===== config.mk =====
export PLATFORM = sky130hd
export DESIGN_NAME = bmc_audio_tx
export DESIGN_NICKNAME = d
export VERILOG_FILES = /design/src/rtl/bmc_pkg.sv /design/src/rtl/bmc_deser.sv /design/src/rtl/bmc_framer.sv /design/src/rtl/bmc_audio_tx.sv
export SDC_FILE = /design/constraint.sdc
export NUM_CORES = 1
export LEC_CHECK = 0
export BUFFER_PORTS_ARGS = -buffer_cell sky130_fd_sc_hd__buf_2
export CORE_MARGIN = 1
export CORE_UTILIZATION = 50
export CTS_CLUSTER_SIZE = 14
export DETAILED_ROUTE_END_ITERATION = 10
export PLACE_DENSITY = 0.66
export SYNTH_ARGS = -nofsm -noshare
export SYNTH_HDL_FRONTEND = slang
export SYNTH_SLANG_ARGS = --single-unit

===== constraint.sdc =====
create_clock -name clk -period 3.03 [get_ports clk]
set_clock_uncertainty 0.2 [all_clocks]
set_input_delay 0.303 -clock clk [delete_from_list [all_inputs] [get_ports clk]]
set_output_delay 0.303 -clock clk [all_outputs]
set_load 0.005 [all_outputs]

===== src/rtl/bmc_pkg.sv =====
package bmc_pkg;
    localparam int AUDIO_BITS = 24;
    localparam int SUB_SLOTS  = 32;
    localparam int HC_W       = 7;

    typedef enum logic [1:0] {
        FMT_LJ     = 2'd0,
        FMT_I2S    = 2'd1,
        FMT_RJ     = 2'd2,
        FMT_LJ_ALT = 2'd3
    } fmt_e;

    typedef enum logic [1:0] {
        ST_PREAMBLE = 2'd0,
        ST_AUDIO    = 2'd1,
        ST_FLAGS    = 2'd2
    } tx_state_e;

    function automatic logic [5:0] width_of(input logic [1:0] sel);
        unique case (sel)
            2'd0:    return 6'd16;
            2'd1:    return 6'd18;
            2'd2:    return 6'd20;
            default: return 6'd24;
        endcase
    endfunction
endpackage


===== src/rtl/bmc_deser.sv =====
module bmc_deser
    import bmc_pkg::*;
#(
    parameter int CNT_W = 6
) (
    input  logic                  clk,
    input  logic                  rst_n,
    input  logic                  sclk,
    input  logic                  lrclk,
    input  logic                  sdata,
    input  logic [1:0]            fmt,
    input  logic [1:0]            wsel,
    output logic [AUDIO_BITS-1:0] left_q,
    output logic [AUDIO_BITS-1:0] right_q
);
    logic                  sclk_d;
    logic                  ws_d;
    logic [AUDIO_BITS-1:0] shreg;
    logic [CNT_W-1:0]      cnt;

    logic                  rise;
    logic                  ws_edge;
    logic [CNT_W-1:0]      cnt_cur;
    logic [CNT_W-1:0]      cnt_nx;
    logic [AUDIO_BITS-1:0] sh_nx;
    logic [5:0]            wlen;
    logic                  take;
    logic                  take_right;
    logic [AUDIO_BITS-1:0] src;
    logic [AUDIO_BITS-1:0] aligned;

    always_comb begin
        rise       = sclk & ~sclk_d;
        ws_edge    = lrclk != ws_d;
        cnt_cur    = ws_edge ? '0 : cnt;
        cnt_nx     = cnt_cur + 1'b1;
        sh_nx      = {shreg[AUDIO_BITS-2:0], sdata};
        wlen       = width_of(wsel);
        if (fmt_e'(fmt) == FMT_RJ) begin
            take       = ws_edge;
            src        = shreg;
            take_right = ws_d;
        end else begin
            take       = (fmt_e'(fmt) == FMT_I2S) ? (cnt_nx == CNT_W'(wlen + 6'd1))
                                                   : (cnt_nx == CNT_W'(wlen));
            src        = sh_nx;
            take_right = lrclk;
        end
        aligned = src << (6'(AUDIO_BITS) - wlen);
    end

    always_ff @(posedge clk) begin
        if (!rst_n) begin
            sclk_d  <= 1'b0;
            ws_d    <= 1'b0;
            shreg   <= '0;
            cnt     <= '0;
            left_q  <= '0;
            right_q <= '0;
        end else begin
            sclk_d <= sclk;
            if (rise) begin
                ws_d  <= lrclk;
                shreg <= sh_nx;
                cnt   <= (cnt_cur == '1) ? cnt_cur : cnt_nx;
                if (take) begin
                    if (take_right) right_q <= aligned;
                    else            left_q  <= aligned;
                end
            end
        end
    end
endmodule


===== src/rtl/bmc_framer.sv =====
module bmc_framer
    import bmc_pkg::*;
#(
    parameter int   FRAMES_PER_BLOCK = 192,
    parameter logic CS_BIT           = 1'b0,
    localparam int  FCW              = $clog2(FRAMES_PER_BLOCK)
) (
    input  logic                  clk,
    input  logic                  rst_n,
    input  logic                  hc_tick,
    input  logic [AUDIO_BITS-1:0] left_in,
    input  logic [AUDIO_BITS-1:0] right_in,
    output logic                  bmc_out,
    output tx_state_e             state,
    output logic                  half,
    output logic [FCW-1:0]        frame_idx
);
    logic [HC_W-1:0]       hc;
    logic [AUDIO_BITS-1:0] cur_l;
    logic [AUDIO_BITS-1:0] cur_r;
    logic                  pol;
    logic                  par;
    tx_state_e             state_nx;

    logic [4:0]            slot;
    logic                  right_sub;
    logic [2:0]            pat_idx;
    logic [7:0]            pat;
    logic                  pol_eff;
    logic [4:0]            aud_idx;
    logic [AUDIO_BITS-1:0] sample;
    logic                  data_bit;
    logic                  out_nx;

    assign slot      = hc[5:1];
    assign half      = hc[0];
    assign right_sub = hc[6];

    // next-state logic
    always_comb begin
        state_nx = state;
        unique case (state)
            ST_PREAMBLE: if (half && slot == 5'd3)  state_nx = ST_AUDIO;
            ST_AUDIO:    if (half && slot == 5'd27) state_nx = ST_FLAGS;
            ST_FLAGS:    if (half && slot == 5'd31) state_nx = ST_PREAMBLE;
            default:     state_nx = ST_PREAMBLE;
        endcase
    end

    // state register and frame position
    always_ff @(posedge clk) begin
        if (!rst_n) begin
            state     <= ST_PREAMBLE;
            hc        <= '0;
            frame_idx <= '0;
            cur_l     <= '0;
            cur_r     <= '0;
        end else if (hc_tick) begin
            state <= state_nx;
            hc    <= hc + 1'b1;
            if (hc == '0) begin
                cur_l <= left_in;
                cur_r <= right_in;
            end
            if (hc == '1)
                frame_idx <= (frame_idx == FCW'(FRAMES_PER_BLOCK - 1)) ? '0 : frame_idx + 1'b1;
        end
    end

    // output decode
    always_comb begin
        sample   = right_sub ? cur_r : cur_l;
        aud_idx  = slot - 5'd4;
        pat_idx  = {slot[1:0], half};
        if (right_sub)            pat = 8'b1110_0100;
        else if (frame_idx == '0) pat = 8'b1110_1000;
        else                      pat = 8'b1110_0010;
        pol_eff  = pol;
        data_bit = 1'b0;
        out_nx   = bmc_out;
        unique case (state)
            ST_PREAMBLE: begin
                pol_eff = (pat_idx == 3'd0) ? bmc_out : pol;
                out_nx  = pat[~pat_idx] ^ pol_eff;
            end
            ST_AUDIO: begin
                data_bit = sample[aud_idx];
                out_nx   = half ? (bmc_out ^ data_bit) : ~bmc_out;
            end
            ST_FLAGS: begin
                unique case (slot[1:0])
                    2'd0:    data_bit = 1'b0;
                    2'd1:    data_bit = 1'b0;
                    2'd2:    data_bit = CS_BIT;
                    default: data_bit = par;
                endcase
                out_nx = half ? (bmc_out ^ data_bit) : ~bmc_out;
            end
            default: out_nx = bmc_out;
        endcase
    end

    always_ff @(posedge clk) begin
        if (!rst_n) begin
            bmc_out <= 1'b0;
            pol     <= 1'b0;
            par     <= 1'b0;
        end else if (hc_tick) begin
            bmc_out <= out_nx;
            if (state == ST_PREAMBLE)
                pol <= pol_eff;
            if (state != ST_PREAMBLE && half) begin
                if (slot == 5'd4)       par <= data_bit;
                else if (slot != 5'd31) par <= par ^ data_bit;
            end
        end
    end
endmodule


===== src/rtl/bmc_audio_tx.sv =====
module bmc_audio_tx
    import bmc_pkg::*;
#(
    parameter int   FRAMES_PER_BLOCK = 192,
    parameter logic CS_BIT           = 1'b0,
    parameter int   CNT_W            = 6
) (
    input  logic       clk,
    input  logic       rst_n,
    input  logic       hc_tick,
    input  logic       sclk,
    input  logic       lrclk,
    input  logic       sdata,
    input  logic [1:0] fmt,
    input  logic [1:0] wsel,
    output logic       bmc_out
);
    localparam int FCW = $clog2(FRAMES_PER_BLOCK);

    logic [AUDIO_BITS-1:0] left_q;
    logic [AUDIO_BITS-1:0] right_q;
    tx_state_e             fr_state;
    logic                  fr_half;
    logic [FCW-1:0]        fr_frame;

    bmc_deser #(.CNT_W(CNT_W)) u_deser (
        .clk(clk), .rst_n(rst_n), .sclk(sclk), .lrclk(lrclk), .sdata(sdata),
        .fmt(fmt), .wsel(wsel), .left_q(left_q), .right_q(right_q)
    );

    bmc_framer #(.FRAMES_PER_BLOCK(FRAMES_PER_BLOCK), .CS_BIT(CS_BIT)) u_framer (
        .clk(clk), .rst_n(rst_n), .hc_tick(hc_tick), .left_in(left_q), .right_in(right_q),
        .bmc_out(bmc_out), .state(fr_state), .half(fr_half), .frame_idx(fr_frame)
    );
endmodule


-- Word level (Yosys, flattened, before mapping)
Cells that the tools add are included.
- bits in registers: 148
- bits of input ports: 10
- output and inout port bits: 1
- logic and storage cells: 104
- add/subtract/negate cells: 6
- $lt $le $gt $ge: 2
- eq/ne operators: 22
- shifts and indexed selects: 1
- muxes and demuxes: 28
- bitwise logic cells: 9
- reductions and logical operators: 22
- operator list (operator ; number):
    $mux 24 ; 2
    $shl 24x6->24 ; 1
    $mux 8 ; 2
    $mux 1 ; 12
    $mux 6 ; 2
    $pmux 4 s3 ; 1
    $eq 5x5->1 const B ; 2
    $reduce_and 3->1 ; 3
    $add 8x1->8 const B ; 1
    $eq 2x1->1 const B ; 4
    $eq 2x2->1 const B ; 4
    $eq 8x8->1 const B ; 1
    $logic_not 8->1 ; 1
    $reduce_and 2->1 ; 4
    $add 7x1->7 const B ; 1
    $eq 7x7->1 const B ; 1
    $logic_not 7->1 ; 1
    $add 5x1->6 const B ; 1
    $add 6x1->6 const B ; 1
    $eq 6x5->1 ; 1
    $eq 6x6->1 ; 1
    $eq 6x6->1 const B ; 1
    $logic_not 2->1 ; 3
    $lt 5x6->1 const B ; 1
    other kinds (25) ; 38

-- Logic depth before layout (Yosys ltp)
Gate-level depths: netlist of run 1.
- word-level depth: 8
- mapped depth: 10
- mapped depth without buffers: 9

-- By module
Synthesis of run 1 repeated with hierarchy kept, for this count alone.
- cells, all modules: 854
- area total of the unflattened synthesis: 7691.1 um2
- by module, submodules not included (module ; times used ; cells an instance ; area each (um2) ; seq. area each (um2)):
    bmc_deser ; 1 ; 456 ; 4359.2 ; 1601.5
    bmc_framer ; 1 ; 398 ; 3331.9 ; 1361.3

-- Worst setup path after synthesis of run 1
No wires, ideal clock.
- path kind: reg2reg
- from: register u_framer.hc[1]
- to: register u_framer.par
- library setup time: 0.116 ns
- arrival: 2.423 ns
- required time: 2.714 ns
- path slack: 0.291 ns
- stages on the path, launching flop included: 9
- buffers on the path: 1
- period minus slack after synthesis: 2.739 ns
- cell sequence: dfxtp_1 buf_6 mux4_2 mux4_2 nor2_2 a211oi_1 o31ai_2 mux2_1 a31o_1
- word-level cells in the longest chain between the ends: 8
- elaborated cells between the ends (all ways): 17
- classes of those cells: 1 x add/sub; 4 x eq/ne; 7 x mux; 1 x bitwise; 4 x reduce/logical
- RTL lines (element ; line ; RTL):
    start, declared ; bmc_framer.sv:18 ; logic [HC_W-1:0] hc;
    start signal, assigned ; bmc_framer.sv:60 ; hc <= hc + 1'b1;
    parallel branches: the longest is 8 deep, another holds $sub 5x3->5 ; - ;
    end signal, assigned ; bmc_framer.sv:113 ; if (slot == 5'd4) par <= data_bit;
    end signal, assigned ; bmc_framer.sv:114 ; else if (slot != 5'd31) par <= par ^ data_bit;
    end, declared ; bmc_framer.sv:22 ; logic par;
Several ways; the timed one is not identified. The select of a mux whose other input is x is not followed.
A chain may end at the register's enable or synchronous reset.

-- Worst setup path after layout of run 1
- from: register u_framer.frame_idx[0]
- to: register u_framer.bmc_out
- word-level cells in the longest chain between the ends: 7
- RTL lines (element ; line ; RTL):
    start, declared ; bmc_framer.sv:16 ; output logic [FCW-1:0] frame_idx
    start signal, assigned ; bmc_framer.sv:66 ; frame_idx <= (frame_idx == FCW'(FRAMES_PER_BLOCK - 1)) ? '0 : frame_idx + 1'b1;
    $logic_not 8->1 ; bmc_framer.sv:76 ; else if (frame_idx == '0) pat = 8'b1110_1000;
    $mux 4 ; bmc_framer.sv:76 ;
    $mux 8 ; bmc_framer.sv:75 ; if (right_sub) pat = 8'b1110_0100;
    $bmux 1 s3 ; bmc_framer.sv:84 ; out_nx = pat[~pat_idx] ^ pol_eff;
    $mux 1 (not written as such) ; bmc_framer.sv:84 ;
    $xor 1x1->1 ; bmc_framer.sv:84 ;
    $pmux 1 s3 ; bmc_framer.sv:81 ; unique case (state)
    end signal, assigned ; bmc_framer.sv:109 ; bmc_out <= out_nx;
    end, declared ; bmc_framer.sv:13 ; output logic bmc_out,
Every way passes these cells. The select of a mux whose other input is x is not followed.

==> impl_metrics.tcl, run 1 <==
set metrics [dict create \
    synthArstFlopShare_pct 0 \
    worstSetupPathType "reg -> reg" \
    vias 6108 \
    period_needed_ns 2.84 \
    dp_hpwl_um 11900 \
    core_sq_um 14800 \
    timing_max_transition_violations_final 0 \
    peakVddDrop_v 0.000390 \
    avgSynthCellArea_sq_um 8.62 \
    postSynthNetCount 914 \
    cts_setup_buffers 0 \
    synth_ff_type "dfxtp_1" \
    r2r_end "u_framer.bmc_out" \
    cts.htree.levels 4 \
    p_per_area_nw_per_um2 522 \
    dr_wl_met3_um 569 \
    fin_hold_ws_ns 0.0534 \
    port_buffers 10 \
    reg2reg_slack_ns 0.19 \
    ff2ff_path_depth 9 \
    yosysUniqueCellTypes 58 \
    tightest_slew_ns 1.03 \
    fp.dieW_um 126 \
    cts_sinks 148 \
    hold_start "lrclk" \
    slew_headroom_pct 31.7 \
    route.detailed.drc 0 \
    fmax_ghz 0.352 \
    track_usage_pct 22.2 \
    endpoint_kind "flip-flop" \
    startpoint_type "flip-flop" \
    seqPwrFrac_pct 45.0 \
    p_switching_uw 1110 \
    topRoutingLayerUsed "met4" \
    start_util_pct 51.8 \
    switching_share_pct 25.1 \
    grt_pass1_vias 5744 \
    wl_um 16900 \
    clock-root-buffer "clkbuf_16" \
    p_comb_share_pct 8.5 \
    ios 11 \
    synth_edf_count 0 \
    cap_violations 0 \
    ys_ff_latch 148 \
    rows 44 \
    crit_fanout 4 \
    routed_via_density 5.70 \
    synthCells 887 \
    dieHeight_um 126 \
    required_ns 3.13 \
    ys_warn_count 0 \
    p_leak_uw 0.00297 \
    nNetsFinal 901 \
    synthesis.area_sq_um 7650 \
    worstSetupEndpoint "u_framer.bmc_out" \
    grt-ovfl-total 0 \
    antenna_found_initial 0 \
    routabilityCongestion 0.850 \
    wl_met1_um 7780 \
    wl_per_cell_um 15.8 \
    numCtsBuffers 17 \
    grt_max_degree 63 \
    drive_above_1_share_pct 11.4 \
    grt_pass1_wl_um 28000 \
    min_period_over_period_pct 93.7 \
    crit_start "u_framer.frame_idx[0]" \
    rsz0062_at_grt "no" \
    internal-power_uw 3320 \
    area_growth_pct 10.8 \
    die_area_sq_um 15800 \
    wl_met2_um 8330 \
    diodes 0 \
    worst_ep_arrival_time_ns 2.93 \
    drt-pass1-iter-count 5 \
    drt_iter0_drc 341 \
    cts_buffer_depth 2 \
    tns_ns 0 \
    finalPower_uw 4420 \
    hold_path_class "in -> reg" \
    seq_area_frac_synth_pct 38.7 \
    drtAntennaViolNets 0 \
    final_cell_area_sq_um 8470 \
    place_area_sq_um 7860 \
    power.share.clock_pct 46.5 \
    cts.clk_slew.worst_paths_ns 0.06 \
    setup_viol 0 \
    outcome "complete, no violations" \
    timing.rr.start "u_framer.frame_idx[0]" \
    cts_tree "yes" \
    clock_latency_ns 0.42 \
    hold_viol_final 0 \
]
[logic make-up (layout without fill, tap and decap cells)]
kind of cell             after synthesis  count (layout)  synth area share [%]
adder cells (fa/ha/maj)               17              17                  2.78
buffers and inverters                 86              86                  4.58
AO/OA/AOI/OAI                        154             154                  11.8
flip-flops                           148             148                  38.7
AND/OR/NAND/NOR                      347             347                  19.6
XOR/XNOR                              18              18                  2.06
multiplexers                         117             117                  20.4
[sequential cells by signal (all words and copies together), names as in the netlist, 2 cells and up]
| name | flops |
|---|---|
| u_framer.hc | 7 |
| u_deser.cnt | 6 |
| u_framer.cur_r | 24 |
| u_framer.frame_idx | 8 |
| u_framer.cur_l | 24 |
| u_deser.left_q | 24 |
| u_deser.shreg | 24 |
| u_framer.state | 2 |
| u_deser.right_q | 24 |
[metal layers]
layer  track usage, %  up-vias
met1             29.0     2940
met3             4.42       18
met5                0        -
li1                 -     3039
met2             36.4      111
met4             8.46        0
[critical path, stage by stage (launching register included)]
cell	delay, ns
dfxtp_1	0.34
inv_1	0.07
ha_1	0.13
or4b_1	0.46
or3_1	0.36
a211oi_1	0.31
o32ai_1	0.15
a211oi_1	0.44
o22a_1	0.18
o31ai_1	0.06
[power groups by stage]
stage / Clock (uW) / Sequential [uW] / Combinational, uW
after CTS: 2090 / 1990 / 374
final: 2060 / 1990 / 374
after global placement: 0 / 2030 / 360
after global routing: 2180 / 1990 / 410
after detailed placement: 0 / 2030 / 372
after floorplan: 0 / 2020 / 297
[what timing repair did]
action	4_1_cts	5_1_grt
endpoints found under the hold margin	2	0
resized for setup	0	2
endpoints found under the setup margin	0	6
hold buffers	2	0
[cells in the mapped netlist (3+ instances only)]
cell type | count | share of area (%)
o211ai_1 | 4 | 0.39
xnor2_1 | 10 | 1.1
buf_2 | 10 | 0.65
nand2_1 | 221 | 11
or3_1 | 5 | 0.41
clkbuf_1 | 47 | 2.3
a31oi_1 | 5 | 0.41
nor3_1 | 3 | 0.20
nand2b_1 | 10 | 0.82
nor2_1 | 45 | 2.2
xor2_1 | 8 | 0.92
mux2_2 | 9 | 1.3
inv_1 | 19 | 0.93
o21ai_0 | 23 | 1.5
mux2i_1 | 80 | 10
and2_1 | 10 | 0.82
dfxtp_1 | 148 | 39
a221oi_1 | 3 | 0.34
and3_1 | 5 | 0.41
o221ai_1 | 3 | 0.34
or4_1 | 3 | 0.29
ha_1 | 17 | 2.8
mux4_2 | 17 | 5.0
nor2b_1 | 7 | 0.57
nand3_1 | 19 | 1.2
buf_1 | 6 | 0.29
a21oi_1 | 87 | 5.7
nand4_1 | 7 | 0.57
a211oi_1 | 10 | 0.98
mux4_1 | 10 | 3.4
[worst min-delay path by stage]
stage / end / slack (ns) / cells after the start
after floorplan: u_deser.sclk_d / 0.22 / 1
after global placement: u_framer.cur_r[0] / 0.24 / 2
after detailed placement: u_framer.cur_r[4] / 0.24 / 2
after CTS: u_deser.ws_d / 0.04 / 3
after global routing: u_deser.ws_d / 0.05 / 3
final: u_deser.ws_d / 0.05 / 3
[cell usage in the layout, fill, tap and decap left out, types with 3 or more instances in the layout]
| cell | n |
|---|---|
| xnor2_1 | 10 |
| and3_1 | 5 |
| buf_12 | 3 |
| buf_4 | 19 |
| mux4_2 | 17 |
| nor3_1 | 3 |
| clkinv_4 | 4 |
| a221oi_1 | 3 |
| inv_1 | 19 |
| mux2_2 | 9 |
| nor2_1 | 45 |
| a21oi_1 | 87 |
| clkbuf_16 | 17 |
| nand4_1 | 7 |
| mux2i_1 | 80 |
| o211ai_1 | 4 |
| dfxtp_1 | 147 |
| o21ai_0 | 23 |
| or4_1 | 3 |
| o221ai_1 | 3 |
| buf_2 | 10 |
| nand2b_1 | 10 |
| clkinv_2 | 3 |
| clkinvlp_4 | 4 |
| nand3_1 | 19 |
| or3_1 | 5 |
| ha_1 | 17 |
| and2_1 | 10 |
| nand2_1 | 221 |
| a211oi_1 | 9 |
| a31oi_1 | 5 |
| mux4_1 | 10 |
| xor2_1 | 8 |
| nor2b_1 | 6 |
[per-stage QoR]
step           cells  utilization, %  setup WS [ns]
6_report        1071            57.4          0.192
5_1_grt         1071            57.4         0.0541
4_1_cts         1071            57.4          0.144
3_5_place_dp    1037            53.3          0.149
3_3_place_gp    1037            53.3          0.199
2_1_floorplan    887               -          0.291
[layout make-up]
class                   instances  area, sq um
clock buffers                  17          425
clock inverters                15          158
fillers                      1286         6280
inverters                      20         75.1
multi-input cells             653         4350
flip-flops and latches        148         2960
well taps                     184          230
repair buffers                 34          273
(Power assumes the default switching activity.)
==> run 2, diff against run 1 <==
--- a/config.mk
+++ b/config.mk
@@ -6,11 +6,13 @@
 export NUM_CORES = 1
 export LEC_CHECK = 0
 export BUFFER_PORTS_ARGS = -buffer_cell sky130_fd_sc_hd__buf_2
+export CELL_PAD_IN_SITES_DETAIL_PLACEMENT = 2
+export CELL_PAD_IN_SITES_GLOBAL_PLACEMENT = 2
 export CORE_MARGIN = 1
-export CORE_UTILIZATION = 50
+export CORE_UTILIZATION = 40
 export CTS_CLUSTER_SIZE = 14
 export DETAILED_ROUTE_END_ITERATION = 10
-export PLACE_DENSITY = 0.66
+export PLACE_DENSITY_LB_ADDON = 0.1
 export SYNTH_ARGS = -nofsm -noshare
 export SYNTH_HDL_FRONTEND = slang
 export SYNTH_SLANG_ARGS = --single-unit
==> run 2 against run 1 <==
Compared with the run above: non-clock buffer count up 6; first-iteration DRC count down 29%; global-route usage up 2.1 points; total power up 8.3%; critical path type unchanged; highest routed layer unchanged.
==> impl_metrics.tcl, run 2 (synthesized netlist as in run 1, its figures left out) <==
set metrics [dict create \
    outcome "complete, no violations" \
    layout_commonest_cell "nand2_1" \
    cts.clk_slew.worst_paths_ns 0.06 \
    clock-root-buffer "clkbuf_16" \
    max_stage_delay_ns 0.58 \
    crit_cells 8 \
    drt-pass1-iter-count 4 \
    start_util_pct 40.9 \
    cpMaxStageDelayCell "mux4_1" \
    crit_start "u_framer.hc[1]" \
    place_area_sq_um 7990 \
    grt_max_degree 77 \
    cts_tree "yes" \
    routabilityCongestion 0.828 \
    dp_hpwl_um 15600 \
    p_per_area_nw_per_um2 552 \
    diodes 0 \
    critical-path-top-delay-family "multiplexers" \
    setup_viol 0 \
    grt_pass1_wl_um 37300 \
    path_cells "buf_4, mux4_1, mux2_2, nand2_1, a211oi_1, o31ai_2, mux2_1, a31o_1" \
    die_area_sq_um 19700 \
    wl_um 22500 \
    crit_fanout 8 \
    hold_path_class "in -> reg" \
    fp.dieW_um 140 \
    timing_max_transition_violations_final 0 \
    grt-ovfl-total 0 \
    tns_ns 0 \
    period_needed_ns 2.82 \
    antenna_found_initial 0 \
    final_cell_area_sq_um 8670 \
    p_leak_uw 0.00304 \
    tightest_slew_ns 1.08 \
    drt_iter0_drc 242 \
    reg2reg_slack_ns 0.21 \
    cts_buffer_depth 2 \
    r2r_end "u_framer.par" \
    wl_per_cell_um 20.0 \
    clock_latency_ns 0.44 \
    worstSetupEndpoint "u_framer.par" \
    endpoint_kind "flip-flop" \
    vias 6355 \
    drtAntennaViolNets 0 \
    rsz0062_at_grt "no" \
    min_period_over_period_pct 93.2 \
    hold_viol_final 0 \
    startpoint_type "flip-flop" \
    nNetsFinal 907 \
    dp.cells 1093 \
    route.detailed.drc 0 \
    fmax_ghz 0.354 \
    cts.htree.levels 4 \
    final_cell_mix "nand2_1 (221), dfxtp_1 (147), a21oi_1 (87)" \
    routed_via_density 5.64 \
    ios 11 \
    drive_above_1_share_pct 11.6 \
    numCtsBuffers 17 \
    track_usage_pct 24.4 \
    peakVddDrop_v 0.000402 \
    fin_hold_ws_ns 0.0797 \
    slew_headroom_pct 27.8 \
    rows 50 \
    area_growth_pct 13.4 \
    required_ns 3.15 \
    worstSetupPathType "reg -> reg" \
    port_buffers 10 \
    timing.rr.start "u_framer.hc[1]" \
    ff2ff_path_depth 8 \
    core_sq_um 18700 \
    layout.cells.non_filler 1127 \
    cap_violations 0 \
    hold_start "lrclk" \
    cts_sinks 148 \
    grt_pass1_vias 6981 \
    cp_num_buf_inv 1 \
    dieHeight_um 140 \
    worst_ep_arrival_time_ns 2.95 \
]
[run 2: cell count changes in the layout (fill, tap and decap cells not counted), sizes merged]
cell	previous run	this run
clkbuf	17	22
buf	32	38
clkinv	7	2
inv	22	23
clkinvlp	4	0
bufinv	2	5
[run 2: layer usage]
layer	global-route usage (%)	share of wire, %	up-vias
met5	0	0	-
met4	7.29	1.7	0
met3	4.51	1.8	24
met2	45.5	53	62
met1	28.0	43	3217
li1	-	-	3052
[run 2: tightest hold or removal path: stages]
cell and delay, ns:
buf_2 0.15, nand2_1 0.13, a21oi_1 0.08
[run 2: final cells by class]
cell class                      instances  area, sq um
Sequential cell                       148         2960
Clock buffer                           22          464
Multi-Input combinational cell        653         4350
Fill cell                            2011        10000
Tap cell                              234          293
Timing Repair Buffer                   40          330
Clock inverter                         10          194
Inverter                               20         75.1
[run 2: repair_timing]
item	in CTS	in global routing
hold buffers	2	0
endpoints found under the setup margin	0	7
setup buffers	0	0
hold endpoints to repair	2	0
gates resized for setup	0	1
[run 2: per-stage QoR]
stage | total power, uW | worst slack (ns) | util (%)
2_1_floorplan | 2320 | 0.291 | -
3_3_place_gp | 2420 | 0.146 | 42.7
3_5_place_dp | 2440 | 0.0755 | 42.7
4_1_cts | 4830 | 0.0417 | 46.3
5_1_grt | 4960 | 0.0125 | 46.4
6_report | 4790 | 0.205 | 46.4
[run 2: worst min path at each step]
stage	endpoint	slack [ns]	cells after the start
final	u_deser.ws_d	0.08	3
after global routing	u_deser.ws_d	0.08	3
after CTS	u_deser.ws_d	0.07	3
after detailed placement	u_framer.cur_l[9]	0.25	2
after global placement	u_framer.cur_r[2]	0.24	2
after floorplan	u_deser.sclk_d	0.22	1
[run 2: report_power, final]
group / leakage, uW / internal (uW) / total (uW) / switching (uW)
clock network: 0.000320 / 1520 / 2390 / 874
logic: 0.00153 / 141 / 407 / 266
registers: 0.00119 / 1970 / 1990 / 25.5
total: 0.00304 / 3620 / 4790 / 1170
==> run 3, diff against run 2 <==
--- a/config.mk
+++ b/config.mk
@@ -8,11 +8,11 @@
 export BUFFER_PORTS_ARGS = -buffer_cell sky130_fd_sc_hd__buf_2
 export CELL_PAD_IN_SITES_DETAIL_PLACEMENT = 2
 export CELL_PAD_IN_SITES_GLOBAL_PLACEMENT = 2
-export CORE_MARGIN = 1
+export CORE_MARGIN = 1.5
 export CORE_UTILIZATION = 40
 export CTS_CLUSTER_SIZE = 14
 export DETAILED_ROUTE_END_ITERATION = 10
-export PLACE_DENSITY_LB_ADDON = 0.1
+export PLACE_DENSITY = 0.9
 export SYNTH_ARGS = -nofsm -noshare
 export SYNTH_HDL_FRONTEND = slang
 export SYNTH_SLANG_ARGS = --single-unit
==> run 3 against run 2 <==
Compared with the run above: die area is 1.4% higher; flip-flop and latch count stayed put; cell count is 0.27% lower; final area fell by 1.1%; largest cell class unchanged.
==> impl_metrics.tcl, run 3 (synthesized netlist as in run 1, its figures left out) <==
set metrics [dict create \
    outcome "complete, no violations" \
    layout.cells.non_filler 1124 \
    crit_cells 7 \
    place_area_sq_um 7960 \
    final_cell_area_sq_um 8580 \
    track_usage_pct 26.1 \
    drtAntennaViolNets 0 \
    setup_viol 0 \
    grt_pass1_wl_um 40000 \
    ios 11 \
    dp_hpwl_um 17200 \
    seq_area_sq_um 2960 \
    route.detailed.drc 0 \
    grt-ovfl-total 0 \
    crit_fanout 8 \
    final_cell_mix "nand2_1 (221), dfxtp_1 (147), a21oi_1 (87)" \
    max_stage_delay_ns 0.65 \
    timing.rr.start "u_framer.hc[1]" \
    cts.htree.levels 4 \
    routed_via_density 5.81 \
    cts_sinks 148 \
    path_cells "mux4_1, mux4_2, nor2_2, a211oi_1, o31ai_2, mux2_1, a31o_1" \
    cts_setup_buffers 0 \
    clock_latency_ns 0.44 \
    timing_max_transition_violations_final 0 \
    required_ns 3.15 \
    cpMaxStageDelayCell "mux4_1" \
    drive_above_1_share_pct 11.8 \
    wl_um 25000 \
    endpoint_kind "flip-flop" \
    dieHeight_um 141 \
    die_area_sq_um 20000 \
    grt_pass1_vias 7222 \
    core_sq_um 18700 \
    worst_ep_arrival_time_ns 3.06 \
    nNetsFinal 904 \
    multi_input_area_sq_um 4360 \
    hold_viol_final 0 \
    fp.dieW_um 141 \
    drt-pass1-iter-count 6 \
    numCtsBuffers 17 \
    port_buffers 10 \
    tightest_slew_ns 0.648 \
    clock-root-buffer "clkbuf_16" \
    worstSetupPathType "reg -> reg" \
    rsz0062_at_grt "no" \
    cts_buffer_depth 2 \
    layout_commonest_cell "nand2_1" \
    slew_headroom_pct 56.5 \
    p_leak_uw 0.00299 \
    cts_tree "yes" \
    antenna_found_initial 0 \
    drt_iter0_drc 267 \
    fmax_ghz 0.341 \
    cp_num_buf_inv 0 \
    routabilityCongestion 0.751 \
    peakVddDrop_v 0.000402 \
    min_period_over_period_pct 96.9 \
    critical-path-top-delay-family "multiplexers" \
    diodes 0 \
    cap_violations 0 \
    nFillCells 1989 \
    p_per_area_nw_per_um2 533 \
    cts.clk_slew.worst_paths_ns 0.06 \
    grt_max_degree 58 \
    reg2reg_slack_ns 0.09 \
    ff2ff_path_depth 7 \
    hold_path_class "in -> reg" \
    rows 50 \
    dp.cells 1090 \
    vias 6525 \
    final_util_pct 45.9 \
    crit_start "u_framer.hc[1]" \
    area_growth_pct 12.2 \
    period_needed_ns 2.94 \
    wl_per_cell_um 22.2 \
    start_util_pct 40.9 \
    startpoint_type "flip-flop" \
    r2r_end "u_framer.par" \
    worstSetupEndpoint "u_framer.par" \
]
[run 3: cell types whose count changed in the layout (fill, tap and decap cells not counted), moves of 2 or more]
cell / before / now
clkinv_2: 0 / 3
bufinv_16: 5 / 2
clkbuf_1: 3 / 1
buf_4: 24 / 22
clkinvlp_4: 0 / 3
[run 3: report_power, final]
group	internal, uW	switching (uW)	leakage, uW
clock network	1280	880	0.000286
logic	138	278	0.00151
registers	1970	28.4	0.00119
[run 3: area by class of cell]
class | instances | area share, %
flip-flops and latches | 148 | 34.5
well taps | 234 | 3.41
repair buffers | 37 | 3.44
clock inverters | 11 | 1.44
clock buffers | 21 | 5.48
multi-input cells | 653 | 50.8
inverters | 20 | 0.875
[run 3: worst min-delay path: stages]
cell     delay (ns)
buf_2          0.22
nand2_1        0.11
mux2i_1        0.06
[run 3: repair_timing]
item / 4_1_cts / 5_1_grt
hold buffers: 2 / 0
hold endpoints to repair: 2 / 0
gates resized for setup: 1 / 2
pin swaps: 0 / 0
setup endpoints to repair: 2 / 7
gates cloned: 0 / 0
[run 3: metal layers]
metal	global-route usage, %	up-vias	wire length [um]
met5	0	-	0
met1	29.8	3328	10400
li1	-	3044	-
met3	4.45	55	603
met2	48.0	98	13300
met4	10.8	0	722
[run 3: per-stage QoR]
stage	setup TNS (ns)	setup slack (ns)	hold slack, ns	total power, uW
3_5_place_dp	-0.109	-0.109	0.253	2440
4_1_cts	0	0.0777	0.0932	4620
5_1_grt	0	0.00881	0.105	4730
2_1_floorplan	0	0.291	0.225	2320
6_report	0	0.0941	0.104	4570
3_3_place_gp	0	0.136	0.237	2420
[run 3: worst min-delay path by stage]
stage,start,endpoint,slack (ns),cells after the start
2_1_floorplan,sclk,u_deser.sclk_d,0.22,1
3_3_place_gp,u_deser.left_q[22],u_framer.cur_l[22],0.24,2
3_5_place_dp,u_deser.left_q[14],u_framer.cur_l[14],0.25,2
4_1_cts,lrclk,u_deser.ws_d,0.09,3
5_1_grt,lrclk,u_deser.ws_d,0.10,3
6_report,rst_n,u_deser.right_q[2],0.10,3
